### src/rtl/hc_regs_pkg.sv
package hc_regs_pkg;
  // command word bit positions
  localparam int unsigned CMD_RUN   = 0;
  localparam int unsigned CMD_PEREN = 4;
  localparam int unsigned CMD_ASYEN = 5;
  localparam int unsigned CMD_BELL  = 6;
  // status word bit positions
  localparam int unsigned STS_ADV   = 5;
  localparam int unsigned STS_HALT  = 12;
  localparam int unsigned STS_RECL  = 13;
  localparam int unsigned STS_PER   = 14;
  localparam int unsigned STS_ASY   = 15;
  // mask word bit position
  localparam int unsigned MSK_ADV   = 5;
  // word addresses
  localparam int unsigned A_CMD  = 0;
  localparam int unsigned A_STS  = 1;
  localparam int unsigned A_MASK = 2;
endpackage

### src/rtl/hc_cmd_reg.sv
module hc_cmd_reg
  import hc_regs_pkg::*;
#(
  parameter int DATA_W = 32
) (
  input  logic              clk,
  input  logic              rst_n,
  input  logic              wr,
  input  logic [DATA_W-1:0] wdata,
  input  logic              fatal,
  input  logic              advance,
  output logic              run,
  output logic              per_en,
  output logic              asy_en,
  output logic              bell,
  output logic              adv_fire
);
  assign adv_fire = bell & advance;

  always_ff @(posedge clk or negedge rst_n) begin
    if (!rst_n) begin
      run    <= 1'b0;
      per_en <= 1'b0;
      asy_en <= 1'b0;
      bell   <= 1'b0;
    end else begin
      if (fatal)   run <= 1'b0;
      else if (wr) run <= wdata[CMD_RUN];
      if (wr) begin
        per_en <= wdata[CMD_PEREN];
        asy_en <= wdata[CMD_ASYEN];
      end
      bell <= (bell & ~adv_fire) | (wr & wdata[CMD_BELL]);
    end
  end

  // an internal error always leaves run cleared
  a_r7_fatal_stops: assert property (@(posedge clk) disable iff (!rst_n)
    fatal |=> !run);
  // a fired doorbell is disarmed unless software re-arms it at once
  a_r8_bell_clears: assert property (@(posedge clk) disable iff (!rst_n)
    (adv_fire && !(wr && wdata[CMD_BELL])) |=> !bell);
  // an advance pulse alone never arms the doorbell
  a_r8_no_self_arm: assert property (@(posedge clk) disable iff (!rst_n)
    (!bell && !wr) |=> !bell);
endmodule

### src/rtl/hc_sched_track.sv
module hc_sched_track (
  input  logic clk,
  input  logic rst_n,
  input  logic run,
  input  logic per_en,
  input  logic asy_en,
  input  logic asy_done,
  input  logic per_done,
  input  logic stopped,
  input  logic reclaim,
  output logic asy_sts,
  output logic per_sts,
  output logic halted,
  output logic recl
);
  logic halt_q;

  always_ff @(posedge clk or negedge rst_n) begin
    if (!rst_n) begin
      asy_sts <= 1'b0;
      per_sts <= 1'b0;
      halt_q  <= 1'b1;
      recl    <= 1'b0;
    end else begin
      if (asy_done) asy_sts <= asy_en;
      if (per_done) per_sts <= per_en;
      if (run)          halt_q <= 1'b0;
      else if (stopped) halt_q <= 1'b1;
      recl <= reclaim;
    end
  end

  assign halted = halt_q & ~run;

  // async status moves only on the engine's confirmation
  a_r3_async_hold: assert property (@(posedge clk) disable iff (!rst_n)
    !asy_done |=> $stable(asy_sts));
  // periodic status copies the enable seen on the done cycle
  a_r4_per_copy: assert property (@(posedge clk) disable iff (!rst_n)
    per_done |=> (per_sts == $past(per_en)));
  // halted can only rise after the engine reported a stop
  a_r6_halt_needs_stop: assert property (@(posedge clk) disable iff (!rst_n)
    $rose(halted) |-> $past(stopped));
endmodule

### src/rtl/hc_irq_w1c.sv
module hc_irq_w1c (
  input  logic clk,
  input  logic rst_n,
  input  logic hw_set,
  input  logic sts_wr,
  input  logic clr_bit,
  input  logic mask_wr,
  input  logic mask_bit,
  output logic adv_sts,
  output logic mask,
  output logic irq
);
  always_ff @(posedge clk or negedge rst_n) begin
    if (!rst_n) begin
      adv_sts <= 1'b0;
      mask    <= 1'b0;
    end else begin
      if (hw_set)                  adv_sts <= 1'b1;
      else if (sts_wr && clr_bit)  adv_sts <= 1'b0;
      if (mask_wr) mask <= mask_bit;
    end
  end

  assign irq = adv_sts & mask;

  // hardware set wins over a same-cycle clear
  a_r9_set_wins: assert property (@(posedge clk) disable iff (!rst_n)
    hw_set |=> adv_sts);
  // a zero write never clears the flag
  a_r9_zero_keeps: assert property (@(posedge clk) disable iff (!rst_n)
    (adv_sts && !(sts_wr && clr_bit)) |=> adv_sts);
endmodule

### src/rtl/hc_status_regs.sv
module hc_status_regs
  import hc_regs_pkg::*;
#(
  parameter int DATA_W = 32,
  parameter int ADDR_W = 2
) (
  input  logic              clk,
  input  logic              rst_n,
  input  logic              reg_rd_en,
  input  logic              reg_wr_en,
  input  logic [ADDR_W-1:0] reg_addr,
  input  logic [DATA_W-1:0] reg_wdata,
  output logic              reg_rd_valid,
  output logic [DATA_W-1:0] reg_rd_data,
  input  logic              sch_async_done,
  input  logic              sch_periodic_done,
  input  logic              sch_async_advance,
  input  logic              sch_stopped,
  input  logic              sch_reclaim,
  input  logic              hc_internal_err,
  output logic              irq
);
  localparam logic [ADDR_W-1:0] AD_CMD  = ADDR_W'(A_CMD);
  localparam logic [ADDR_W-1:0] AD_STS  = ADDR_W'(A_STS);
  localparam logic [ADDR_W-1:0] AD_MASK = ADDR_W'(A_MASK);

  logic wr_cmd, wr_sts, wr_mask;
  logic run, per_en, asy_en, bell, adv_fire;
  logic asy_sts, per_sts, halted, recl;
  logic adv_sts, mask;
  logic [DATA_W-1:0] cmd_word, sts_word, mask_word, rd_mux;

  assign wr_cmd  = reg_wr_en && (reg_addr == AD_CMD);
  assign wr_sts  = reg_wr_en && (reg_addr == AD_STS);
  assign wr_mask = reg_wr_en && (reg_addr == AD_MASK);

  hc_cmd_reg #(.DATA_W(DATA_W)) u_cmd (
    .clk(clk), .rst_n(rst_n), .wr(wr_cmd), .wdata(reg_wdata),
    .fatal(hc_internal_err), .advance(sch_async_advance),
    .run(run), .per_en(per_en), .asy_en(asy_en), .bell(bell),
    .adv_fire(adv_fire));

  hc_sched_track u_track (
    .clk(clk), .rst_n(rst_n), .run(run), .per_en(per_en), .asy_en(asy_en),
    .asy_done(sch_async_done), .per_done(sch_periodic_done),
    .stopped(sch_stopped), .reclaim(sch_reclaim),
    .asy_sts(asy_sts), .per_sts(per_sts), .halted(halted), .recl(recl));

  hc_irq_w1c u_irq (
    .clk(clk), .rst_n(rst_n), .hw_set(adv_fire), .sts_wr(wr_sts),
    .clr_bit(reg_wdata[STS_ADV]), .mask_wr(wr_mask),
    .mask_bit(reg_wdata[MSK_ADV]), .adv_sts(adv_sts), .mask(mask),
    .irq(irq));

  always_comb begin
    cmd_word = '0;
    cmd_word[CMD_RUN]   = run;
    cmd_word[CMD_PEREN] = per_en;
    cmd_word[CMD_ASYEN] = asy_en;
    cmd_word[CMD_BELL]  = bell;
    sts_word = '0;
    sts_word[STS_ADV]  = adv_sts;
    sts_word[STS_HALT] = halted;
    sts_word[STS_RECL] = recl;
    sts_word[STS_PER]  = per_sts;
    sts_word[STS_ASY]  = asy_sts;
    mask_word = '0;
    mask_word[MSK_ADV] = mask;
    unique case (reg_addr)
      AD_CMD:  rd_mux = cmd_word;
      AD_STS:  rd_mux = sts_word;
      AD_MASK: rd_mux = mask_word;
      default: rd_mux = '0;
    endcase
  end

  always_ff @(posedge clk or negedge rst_n) begin
    if (!rst_n) begin
      reg_rd_valid <= 1'b0;
      reg_rd_data  <= '0;
    end else begin
      reg_rd_valid <= reg_rd_en;
      if (reg_rd_en) reg_rd_data <= rd_mux;
    end
  end

  // one-cycle read response, none without a request
  a_r11_rsp_follows: assert property (@(posedge clk) disable iff (!rst_n)
    reg_rd_en |=> reg_rd_valid);
  a_r11_no_spurious: assert property (@(posedge clk) disable iff (!rst_n)
    !reg_rd_en |=> !reg_rd_valid);
  // reserved status bits never appear on a status read
  a_r2_reserved_zero: assert property (@(posedge clk) disable iff (!rst_n)
    (reg_rd_en && reg_addr == AD_STS) |=>
      (reg_rd_data[DATA_W-1:16] == '0 && reg_rd_data[11:6] == '0));
endmodule

### config.mk
export PLATFORM = sky130hd
export DESIGN_NAME = hc_status_regs
export DESIGN_NICKNAME = d
export VERILOG_FILES = /design/src/rtl/hc_regs_pkg.sv /design/src/rtl/hc_cmd_reg.sv /design/src/rtl/hc_sched_track.sv /design/src/rtl/hc_irq_w1c.sv /design/src/rtl/hc_status_regs.sv
export SDC_FILE = /design/constraint.sdc
export NUM_CORES = 1
export LEC_CHECK = 0
export ABC_AREA = 0
export BUFFER_PORTS_ARGS = -buffer_cell sky130_fd_sc_hd__buf_2
export CORE_MARGIN = 2
export CORE_UTILIZATION = 35
export CTS_CLUSTER_SIZE = 40
export DETAILED_ROUTE_END_ITERATION = 8
export PLACE_DENSITY_LB_ADDON = 0.08
export SETUP_SLACK_MARGIN = 0.1
export SYNTH_ARGS = -nofsm -noshare
export SYNTH_HDL_FRONTEND = slang
export SYNTH_SLANG_ARGS = --single-unit
### constraint.sdc
create_clock -name clk -period 1.55 [get_ports clk]
set_input_delay 0.31 -clock clk [delete_from_list [all_inputs] [get_ports clk]]
set_output_delay 0.31 -clock clk [all_outputs]
set_load 0.05 [all_outputs]
==> results.sh <==
export IMPL_rsz0062_at_grt="no"
export IMPL_postRouteAntennaNets=0
export IMPL_cts_made_buffers=3
export IMPL_critPathArrivalTime_ns=1.08
export IMPL_cts_tree="built"
export IMPL_crit_slowest_cell="dfrtp_1"
export IMPL_yosysTopAreaCell="dfrtp_1"
export IMPL_setup_tns_ns=0
export IMPL_switching_share_pct=37.4
export IMPL_avgSynthCellArea_sq_um=10.5
export IMPL_drive_gt1_share_pct=30.3
export IMPL_gp_congestion=0.657
export IMPL_grt_pass1_vias=570
export IMPL_h_tree_depth=1
export IMPL_crit_family="flip-flops"
export IMPL_clockBufferDepth=2
export IMPL_die_h_microns=56.0
export IMPL_internal_power_mw=0.737
export IMPL_initial_core_util_pct=37.5
export IMPL_syn2layout_area_growth_pct=11.5
export IMPL_p_sw_mw=0.441
export IMPL_synth_top_area_share_pct=47.7
export IMPL_fin_skew_ns=0.00419
export IMPL_die_w_microns=56.0
export IMPL_dieArea_sq_um=3130
export IMPL_post_cts_buffers=0
export IMPL_drc=0
export IMPL_combPwrFrac_pct=30.0
export IMPL_viasPerCell=4.18
export IMPL_yosysSeqAreaShare_pct=50.5
export IMPL_post_route_period_util_pct=89.4
export IMPL_drv_slew=0
export IMPL_synth_enable_flop_cells=0
export IMPL_dr_total_vias=623
export IMPL_endpoint_kind="output pin"
export IMPL_wire_per_inst_microns=10.5
export IMPL_drt_iter0_markers=8
export IMPL_ys_warn_count=0
export IMPL_synth_distinct_cells=22
export IMPL_drv_cap=0
export IMPL_portBuffers=25
export IMPL_worstPathRequired_ns=1.24
export IMPL_holdCritPathClass="in2reg"
export IMPL_grt_overflow=0
export IMPL_crit_type="reg2out"
export IMPL_dpl_hpwl_microns=1190
export IMPL_ioPinCount=78
export IMPL_p_clk_share_pct=20.3
export IMPL_syn_inst=90
export IMPL_dr_pass1_iters=4
export IMPL_syn_area_sq_um=945
export IMPL_path_max_fanout=3
export IMPL_coreArea_sq_um=2520
export IMPL_grt_max_degree=20
export IMPL_setup_viol_count_final=0
export IMPL_powerDensity_nw_per_um2=1120
export IMPL_period_minus_slack_ns=1.39
export IMPL_path_clk_slew_ns=0.10
export IMPL_diodes=0
export IMPL_ir_drop_mv=0.730
export IMPL_outcome="completed"
export IMPL_drt_total_wl_microns=1570
export IMPL_fin_area_sq_um=1050
export IMPL_place_area_sq_um=1020
export IMPL_antenna_found_initial=0
export IMPL_hold_viol_final=0
export IMPL_cts_sinks=19
export IMPL_grt_pass1_wl_microns=2550
export IMPL_grtUsageTotal_pct=10.5
export IMPL_async_flop_share_pct=100
export IMPL_final_nets=164
export IMPL_cp_start_kind="flop"
export IMPL_synthTopCellsByArea="dfrtp_1 48%, buf_4 19%, nand3_1 4.8%"
export IMPL_crit_chain="and2_1, buf_2"
export IMPL_clk_latency_ns=0.29
export IMPL_clockRootBuffer="clkbuf_4"
export IMPL_fmax_ghz=0.721
export IMPL_pwr_share_seq_pct=49.7
export IMPL_critical_path_max_stage_delay_ns=0.40
export IMPL_ys_seq_elements=19
export IMPL_p_leak_nw=0.543
export IMPL_rows=18
export IMPL_worst_path_buf_inv=1
export IMPL_ys_flop_type="dfrtp_1"
synthesized netlist by cell type, types with 2 or more instances:
cell,n
buf_4,24
dfrtp_1,18
inv_1,8
mux2_2,3
mux2_4,2
nand3_1,9
nand3b_1,2
nor2_1,3
o21ai_0,8
timing repair:
action / in CTS / in global routing
hold endpoints to repair: 18 / 0
gates resized for setup: 0 / 0
hold buffers: 1 / 0
registers in the layout, summed over array words and instances (netlist names):
register	flops
reg_rd_valid	1
reg_rd_data	8
u_track.halt_q	1
u_cmd.asy_en	1
u_track.asy_sts	1
u_cmd.per_en	1
u_track.per_sts	1
u_track.recl	1
u_irq.mask	1
u_cmd.run	1
u_cmd.bell	1
u_irq.adv_sts	1
cell usage in the layout, fill, tap and decap left out:
master	netlist	routed
nand3_1	9	9
o21ai_0	8	8
mux2i_1	1	1
mux2_4	2	2
nor2b_1	1	1
o21a_1	1	1
inv_1	8	8
a21oi_1	1	1
mux2_2	3	3
clkbuf_1	1	1
nand4b_1	1	1
clkbuf_4	0	3
buf_4	24	1
nand3b_1	2	2
o211ai_1	1	1
dlygate4sd3_1	0	1
dfrtp_1	18	18
a22o_1	1	1
conb_1	1	24
nor2_1	3	3
buf_2	0	25
and2_1	1	1
nand2_1	1	1
dfstp_2	1	1
or3b_4	1	1
power groups by stage:
stage               logic (mW)  clock network (mW)  registers (mW)
floorplan                0.268                   0           0.649
global placement         0.352                   0           0.595
detailed placement       0.353                   0           0.597
CTS                      0.355               0.257           0.587
global route             0.375               0.292           0.593
finish                   0.353               0.239           0.585
stage by stage:
step / hold WS [ns] / instances / setup slack (ns) / util [%] / total power [mW]
final: 0.125 / 149 / 0.164 / 41.8 / 1.18
after global routing: 0.0989 / 149 / 0.104 / 41.8 / 1.26
after CTS: 0.115 / 149 / 0.141 / 41.8 / 1.20
after detailed placement: 0.276 / 144 / 0.250 / 40.3 / 0.950
after global placement: 0.281 / 144 / 0.254 / 40.3 / 0.947
after floorplan: 0.0144 / 113 / 0.421 / - / 0.917
routing by layer:
metal	wire length [microns]	global-route usage, %
met1	668	13.2
met2	760	17.0
met3	140	5.12
met4	0	1.02
met5	0	0
path summary, 6_finish.rpt:
kind | from | end | slack, ns | depth (start not counted)
worst max-delay path | u_irq.adv_sts | irq | 0.16 | 2
worst min-delay path | sch_reclaim | u_track.recl | 0.13 | 1
worst max register to register | u_irq.adv_sts | reg_rd_data[5] | 0.67 | 3
worst min register to register | u_cmd.run | u_track.halt_q | 0.46 | 1
max in group asynchronous | rst_n | u_track.halt_q | 0.74 | 2
min in group asynchronous | rst_n | u_cmd.run | 0.48 | 2
cell type report:
type                       count  area [sq um]
clock buffer                   4          26.3
tap                           30          37.5
inverter                       8          30.0
fill                         255          1470
timing repair buffer          27           143
sequential                    19           477
multi-input combinational     61           340
cells by family (layout without fill, tap and decap cells):
group           after synthesis  after routing  share of synthesized area (%)
buf+inv                      33             39                           22.6
compound gates               12             12                           7.29
simple gates                 19             19                           11.4
other cells                   1             24                          0.397
mux                           6              6                           7.81
flops                        19             19                           50.5
(Power assumes the default switching activity.)
